### src/rtl/rinc_pkg.sv
package rinc_pkg;
  typedef enum logic [1:0] {
    RINC_SCRATCH = 2'd0,
    RINC_CLEAN   = 2'd1,
    RINC_LOANED  = 2'd2
  } help_mode_e;
endpackage

### src/rtl/rinc_inc.sv
// Controlled increment as a cascade of reversible stages. Stage k targets
// bit W-1-k and is controlled by ctl_i and every lower bit of the current
// word, so no stage writes a wire it reads.
module rinc_inc #(
  parameter int W = 4
) (
  input  logic [W-1:0] x_i,
  input  logic         ctl_i,
  output logic [W-1:0] x_o
);
  logic [W:0][W-1:0] v;

  assign v[0] = x_i;

  for (genvar k = 0; k < W; k++) begin : g_stage
    localparam int T = W - 1 - k;
    logic flip;
    if (T == 0) begin : g_lsb
      assign flip = ctl_i;
    end else begin : g_mid
      assign flip = ctl_i & (&v[k][T-1:0]);
    end
    for (genvar j = 0; j < W; j++) begin : g_bit
      if (j == T) begin : g_tgt
        assign v[k+1][j] = v[k][j] ^ flip;
      end else begin : g_pass
        assign v[k+1][j] = v[k][j];
      end
    end
  end

  assign x_o = v[W];
endmodule

### src/rtl/rinc_cpl.sv
// Fan of single-control XORs: complements the whole word when c_i is set.
module rinc_cpl #(
  parameter int W = 4
) (
  input  logic [W-1:0] x_i,
  input  logic         c_i,
  output logic [W-1:0] x_o
);
  assign x_o = x_i ^ {W{c_i}};
endmodule

### src/rtl/rinc_split_incr.sv
module rinc_split_incr #(
  parameter int                   N    = 5,
  parameter rinc_pkg::help_mode_e MODE = rinc_pkg::RINC_LOANED
) (
  input  logic         clk,
  input  logic         rst,
  input  logic [N-1:0] word_i,
  input  logic         help_i,
  output logic [N-1:0] word_o,
  output logic         help_o
);
  localparam int LO = (N + 1) / 2;
  localparam int HI = N - LO;

  logic [LO-1:0] lo_in, lo_nx;
  logic [HI-1:0] hi_in, hi_nx;
  logic          lo_full;
  logic          help_nx;

  assign lo_in   = word_i[LO-1:0];
  assign hi_in   = word_i[N-1:LO];
  assign lo_full = &lo_in;

  // Low part: plain increment, placed after all stages that read it.
  rinc_inc #(.W(LO)) u_lo_inc (.x_i(lo_in), .ctl_i(1'b1), .x_o(lo_nx));

  if (MODE == rinc_pkg::RINC_LOANED) begin : g_loaned
    logic [HI-1:0] h0, h1, h2, h3, h4, h5;
    logic          hb1, hb2;

    // outer sandwich: complement high part under the helper
    rinc_cpl #(.W(HI)) u_pre  (.x_i(hi_in), .c_i(help_i), .x_o(h0));
    // decrement under the helper = complement, controlled inc, complement
    rinc_cpl #(.W(HI)) u_d0   (.x_i(h0), .c_i(help_i), .x_o(h1));
    rinc_inc #(.W(HI)) u_dinc (.x_i(h1), .ctl_i(help_i), .x_o(h2));
    rinc_cpl #(.W(HI)) u_d1   (.x_i(h2), .c_i(help_i), .x_o(h3));
    // toggle helper by the low-part AND
    assign hb1 = help_i ^ lo_full;
    // increment under the toggled helper
    rinc_inc #(.W(HI)) u_iinc (.x_i(h3), .ctl_i(hb1), .x_o(h4));
    // restore helper
    assign hb2 = hb1 ^ lo_full;
    rinc_cpl #(.W(HI)) u_post (.x_i(h4), .c_i(hb2), .x_o(h5));

    assign hi_nx   = h5;
    assign help_nx = hb2;
  end else begin : g_direct
    logic hb1;
    assign hb1 = help_i ^ lo_full;
    rinc_inc #(.W(HI)) u_hinc (.x_i(hi_in), .ctl_i(hb1), .x_o(hi_nx));
    if (MODE == rinc_pkg::RINC_CLEAN) begin : g_unc
      assign help_nx = hb1 ^ lo_full;
    end else begin : g_keep
      assign help_nx = hb1;
    end
  end

  always_ff @(posedge clk) begin
    if (rst) begin
      word_o <= '0;
      help_o <= 1'b0;
    end else begin
      word_o <= {hi_nx, lo_nx};
      help_o <= help_nx;
    end
  end
endmodule

### config.mk
export PLATFORM = sky130hd
export DESIGN_NAME = rinc_split_incr
export DESIGN_NICKNAME = d
export VERILOG_FILES = /design/src/rtl/rinc_pkg.sv /design/src/rtl/rinc_inc.sv /design/src/rtl/rinc_cpl.sv /design/src/rtl/rinc_split_incr.sv
export SDC_FILE = /design/constraint.sdc
export NUM_CORES = 1
export LEC_CHECK = 0
export CAP_MARGIN = 20
export CORE_AREA = 3 3 40 42
export DETAILED_ROUTE_END_ITERATION = 12
export DIE_AREA = 0 0 43 45
export DONT_BUFFER_PORTS = 1
export PLACE_DENSITY = 0.46
export SYNTH_ARGS = -nofsm -noshare
export SYNTH_HDL_FRONTEND = slang
export SYNTH_SLANG_ARGS = --single-unit
### constraint.sdc
create_clock -name clk -period 1.8 [get_ports clk]
set_input_delay 0.09 -clock clk [delete_from_list [all_inputs] [get_ports clk]]
set_output_delay 0.09 -clock clk [all_outputs]
set_load 0.02 [all_outputs]
==> results of run 1 <==
[registers in the layout, indices dropped and copies added, names as in the netlist]
register  flops
word_o        5
help_o        1
[path summary, 6_finish.rpt]
| path | cells past startpoint | end | slack [ps] | from |
|---|---|---|---|---|
| hold / removal | 2 | word_o[1] | 90 | word_i[1] |
| setup / recovery | 7 | word_o[4] | 630 | word_i[0] |
[cell families after synthesis]
kind of cell | share of synthesized area
and+or+nand+nor | 0.09203
xor gates and xnor gates | 0.2971
DFF | 0.4017
adders and majority gates | 0.2092
[area by class of cell]
class                           count  area, um2
Clock buffer                        3      22.52
Fill cell                         142      924.6
Multi-Input combinational cell     18      178.9
Sequential cell                     6      120.1
Tap cell                           15      18.77
Timing Repair Buffer                2      20.02
[cells in the mapped netlist (all sizes together)]
master | n | share of area
dfxtp | 6 | 0.40
ha | 5 | 0.21
nor2 | 4 | 0.050
nor2b | 2 | 0.042
xnor2 | 2 | 0.059
xnor3 | 2 | 0.15
xor2 | 3 | 0.088
[metal layers]
layer  up-vias  wire [um]  GRT usage  share of wire
li1         88          -          -              -
met4         0          0    0.01807              0
met2        11        194    0.06886           0.44
met5         -          0          0              0
met1        73        166    0.03902           0.38
met3         0         76    0.05179           0.17
[power groups by stage]
| stage | Sequential [uW] | Combinational (uW) | Clock (uW) |
|---|---|---|---|
| 6_report | 175 | 57.7 | 119 |
| 5_1_grt | 176 | 66.7 | 130 |
| 4_1_cts | 176 | 59.1 | 123 |
| 3_5_place_dp | 178 | 54.3 | 0 |
| 3_3_place_gp | 178 | 52.5 | 0 |
| 2_1_floorplan | 176 | 47.6 | 0 |
[per-stage QoR]
| step | std cells | setup WS (ps) | total power, uW | cell area [um2] |
|---|---|---|---|---|
| after global routing | 44 | 534.5 | 372.8 | 360.3 |
| final | 44 | 631.9 | 351.9 | 360.3 |
| after detailed placement | 39 | 368.0 | 232.4 | 317.8 |
| after global placement | 39 | 399.1 | 230.3 | 317.8 |
| after CTS | 44 | 618.0 | 357.9 | 360.3 |
| after floorplan | 24 | 456.5 | 223.8 | 299.0 |
[cell usage in the layout (no fill, tap or decap), drive strengths merged]
| cell type | count |
|---|---|
| dfxtp | 6 |
| clkbuf | 3 |
| xnor2 | 2 |
| xnor3 | 2 |
| dlygate4sd3 | 2 |
| xor2 | 3 |
| nor2 | 4 |
| ha | 5 |
| nor2b | 2 |
[worst max-delay path, delay by kind of cell]
family / cells / cell delay [ps]
XOR/XNOR: 3 / 500
adder cells (fa/ha/maj): 3 / 650
AND/OR/NAND/NOR: 1 / 50
==> reports/qor.csv, run 1 <==
stage;metric;value;unit
timing;max_slew headroom;0.8584;
yosys;Synth Cell Area;299.0;um2
power_and_ir_drop;Comb power frac;0.164;
floorplanning;die area;1935;um2
yosys;Synth Area per Inst;12.46;um2
worst_setup_path;Req. time, crit path;1930;ps
yosys;warnings from Yosys;0;
power_and_ir_drop;internal cell power;259.7;uW
routing;DRT iter0 DRCs;0;
yosys;sequential area share after synthesis;0.4017;
clock_tree;PostCTS Resize Cnt;0;
worst_hold_path;HP Class;primary input to flop;
power_and_ir_drop;power per standard cell area;976.5;nW/um2
clock_tree;hold_buf cts;2;
floorplanning;Core Box Area;1285;um2
routing;ANT nets after route;0;
timing;Fin. Hold Viols;0;
floorplanning;die span in x;43;um
routing;wire per inst;9.932;um
floorplanning;num rows;13;
run;max cap viols;0;
clock_tree;clock-pin slew on the worst setup and hold paths;40;ps
worst_setup_path;crit path cell chain;ha_1, ha_1, xor2_1, ha_1, xnor3_1, xnor2_1, nor2_1;
routing;DR vias;172;
layout;final design utilization;0.2804;
power_and_ir_drop;Switching Fraction;0.2621;
timing;achievable clock frequency;0.8561;GHz
worst_setup_path;CP startpoint kind;primary input;
clock_tree;htree depth;1;
clock_tree;Root Buffer;clkbuf_4;
timing;worst-margin pin slew;212.1;ps
clock_tree;setup bufs post-CTS;0;
worst_setup_path;WP data arrival;1290;ps
power_and_ir_drop;Clock Power Share;0.339;
routing;Via density;3.909;
yosys;Mapped Cells;24;
routing;Pre-Repair DR Iteration Count;1;
floorplanning;I/O pins;14;
grt;GR Util All Layers;0.04599;
timing;Tmin final;1168;ps
power_and_ir_drop;Sw Pwr;92.23;uW
routing;drt total wl;437;um
grt;vias in the first global route;177;
layout;nets;44;
floorplanning;initial core utilization;0.2327;
grt;Overflow after GRT;0;
yosys;Post-Syn Nets;37;
timing;setup TNS;0;ps
layout;Inserted Diodes;0;
power_and_ir_drop;Peak VDD IR;379.9;uV
yosys;#FFs+latches synth;6;
clock_tree;CTS tree;yes;
worst_setup_path;most numerous cell on the critical path;ha_1;
floorplanning;die height;45;um
clock_tree;clock buffer depth;2;
clock_tree;Num CTS Buffers;3;
grt;antenna violations before repair;0;
timing;Min Hold Slack;89.43;ps
power_and_ir_drop;Leakage;0.0001648;uW
placement;number of port buffers;0;
worst_setup_path;crit path capture type;flop;
worst_setup_path;slowest CP cell;ha_1;
timing;endpoints failing setup;0;
worst_setup_path;worst-path fanout max;3;
worst_setup_path;CP peak stage delay;250;ps
yosys;Yosys cell types;7;
placement;HPWL after DPL;381.3;um
power_and_ir_drop;Reg power frac;0.497;
grt;first-pass GRT wire length;607;um
placement;GPL Wtd Cong;0.6160;
worst_setup_path;WS Path Type;primary input to flop;
timing;unrepaired setup endpoints after global routing;no;
grt;largest net degree at the start of global routing;7;
clock_tree;Num Clock Sinks;6;
run_status;outcome;finished clean;
timing;Final period util;0.6490;
routing;DR DRC count;0;
timing;final slew viol count;0;
layout;area delta synth->final;20.50;%
layout;share of cells above drive strength 1;0.1034;
(Power assumes the default switching activity.)
==> run 2, diff against run 1 <==
==> constraint.sdc (replaced) <==
create_clock -name clk -period 1.1 [get_ports clk]
set_input_delay 0.055 -clock clk [delete_from_list [all_inputs] [get_ports clk]]
set_output_delay 0.055 -clock clk [all_outputs]
set_load 0.02 [all_outputs]
==> run 2 against run 1 <==
Against the previous run: wire length is 14% higher; worst hold slack got worse by 42 ps; setup slack worse by 520 ps; critical path type unchanged.
==> reports/qor.csv, run 2 (synthesized netlist as in run 1, its figures left out) <==
stage;metric;value;unit;change
run_status;outcome;finished clean;;
timing;Final period util;0.8944;;
layout;Post-Layout Cell Count;46;;+4.5%
floorplanning;initial core utilization;0.2327;;unchanged
clock_tree;Root Buffer;clkbuf_4;;
clock_tree;Num CTS Buffers;3;;unchanged
floorplanning;die span in x;43;um;unchanged
floorplanning;I/O pins;14;;unchanged
timing;achievable clock frequency;1.016;GHz;
worst_setup_path;CP peak stage delay;230;ps;-20 ps
power_and_ir_drop;Leakage;0.0001737;uW;+5.4%
timing;unrepaired setup endpoints after global routing;no;;
routing;drt total wl;497;um;+14%
routing;DR DRC count;0;;unchanged
layout;share of cells above drive strength 1;0.1935;;+0.09010
worst_setup_path;Req. time, crit path;1230;ps;-700 ps
worst_setup_path;CP startpoint kind;primary input;;
clock_tree;CTS tree;yes;;
timing;Fin. Hold Viols;0;;unchanged
power_and_ir_drop;Peak VDD IR;795.0;uV;+110%
grt;antenna violations before repair;0;;unchanged
layout;Biggest register;word_o;;
routing;wire per inst;10.80;um;+8.8%
layout;commonest non-fill, non-tap cell in the layout;dfxtp_1;;
grt;largest net degree at the start of global routing;6;;-1
worst_setup_path;WP data arrival;1110;ps;-180 ps
layout;nets;46;;+4.5%
layout;Largest regs;word_o (5), help_o (1);;
placement;Placed Instances;40;;+2.6%
layout;area delta synth->final;34.73;%;
layout;commonest non-fill, non-tap cells in the layout;6 x dfxtp_1, 4 x nor2_1;;
grt;vias in the first global route;206;;+16%
placement;post-place setup slack;-138.6;ps;-506.6 ps
clock_tree;clock buffer depth;2;;unchanged
timing;worst-margin pin slew;211.3;ps;-0.8479 ps
worst_setup_path;crit path cell chain;ha_4, ha_4, xor2_1, ha_1, xnor3_1, xnor2_1, nor2_1;;
timing;max_slew headroom;0.8590;;about the same
grt;first-pass GRT wire length;841;um;+39%
run;max cap viols;0;;unchanged
worst_setup_path;worst-path fanout max;2;;-1
timing;endpoints failing setup;0;;unchanged
worst_setup_path;Worst Path Buf+Inv;0;;unchanged
routing;max layer used;met4;;
placement;GPL Wtd Cong;0.5757;;-6.5%
clock_tree;Num Clock Sinks;6;;unchanged
routing;DRT iter0 DRCs;2;;+2
grt;GR Util All Layers;0.06683;;+0.02085
worst_setup_path;WS Path Type;primary input to flop;;
floorplanning;die area;1935;um2;unchanged
floorplanning;Core Box Area;1285;um2;unchanged
routing;ANT nets after route;0;;unchanged
power_and_ir_drop;power per standard cell area;1444;nW/um2;+48%
worst_setup_path;most numerous cell on the critical path;ha_4;;
layout;final design utilization;0.3135;;+0.03311
layout;max FFs per register;5;;unchanged
floorplanning;die height;45;um;unchanged
timing;Tmin final;983.9;ps;
timing;final slew viol count;0;;unchanged
worst_setup_path;crit path capture type;flop;;
routing;Via density;4.087;;+4.6%
floorplanning;num rows;13;;unchanged
layout;Inserted Diodes;0;;unchanged
timing;final worst slack;116.1;ps;-515.7 ps
clock_tree;clock-pin slew on the worst setup and hold paths;40;ps;about the same
worst_hold_path;HP Class;primary input to flop;;
clock_tree;htree depth;1;;unchanged
worst_setup_path;CP top delay family;XOR/XNOR gates;;
routing;met3 routed WL;91;um;+20%
routing;DR vias;188;;+9.3%
routing;Pre-Repair DR Iteration Count;2;;+1
worst_setup_path;slowest CP cell;xnor3_1;;
placement;number of port buffers;0;;unchanged
routing;wire length on met2;237;um;+22%
grt;Overflow after GRT;0;;unchanged
routing;met1 WL;154;um;-7.2%
## run 2: stage by stage
step                instance area [um2]  TNS (ps)  total power (uW)  hold slack [ps]
detailed placement                350.3    -218.1             388.5            128.1
global route                      402.9         0             616.0            48.06
CTS                               402.9         0             595.2            41.75
global placement                  350.3    -176.2             384.0            126.8
finish                            402.9         0             582.0            47.29
floorplan                         324.1    -88.73             371.1            121.7
## run 2: final cells by class
| type | instances | area (um2) |
|---|---|---|
| repair buffers | 4 | 37.54 |
| fillers | 133 | 882.1 |
| clock buffers | 3 | 22.52 |
| multi-input cells | 18 | 203.9 |
| well taps | 15 | 18.77 |
| flip-flops and latches | 6 | 120.1 |
## run 2: path summary, 6_finish.rpt
check / from / endpoint / slack, ps / depth (start not counted)
min: word_i[1] / word_o[1] / 50 / 2
max: word_i[0] / word_o[4] / 120 / 7
## run 2: report_power, final
part | internal [uW] | switching (uW)
sequential | 245 | 41.2
combinational | 64.6 | 40.5
clock | 123 | 67.8
## run 2: what timing repair did
item                                   in CTS  in global routing
setup endpoints to repair                   0                  1
hold buffers                                3                  1
buffers inserted                            0                  0
resized for setup                           0                  0
endpoints found under the hold margin       6                  1
## run 2: layer usage
| layer | track usage | vias to the layer above |
|---|---|---|
| met5 | 0 | - |
| met4 | 0.03614 | 0 |
| met3 | 0.07968 | 2 |
| met2 | 0.09880 | 13 |
| met1 | 0.05109 | 81 |
| li1 | - | 92 |
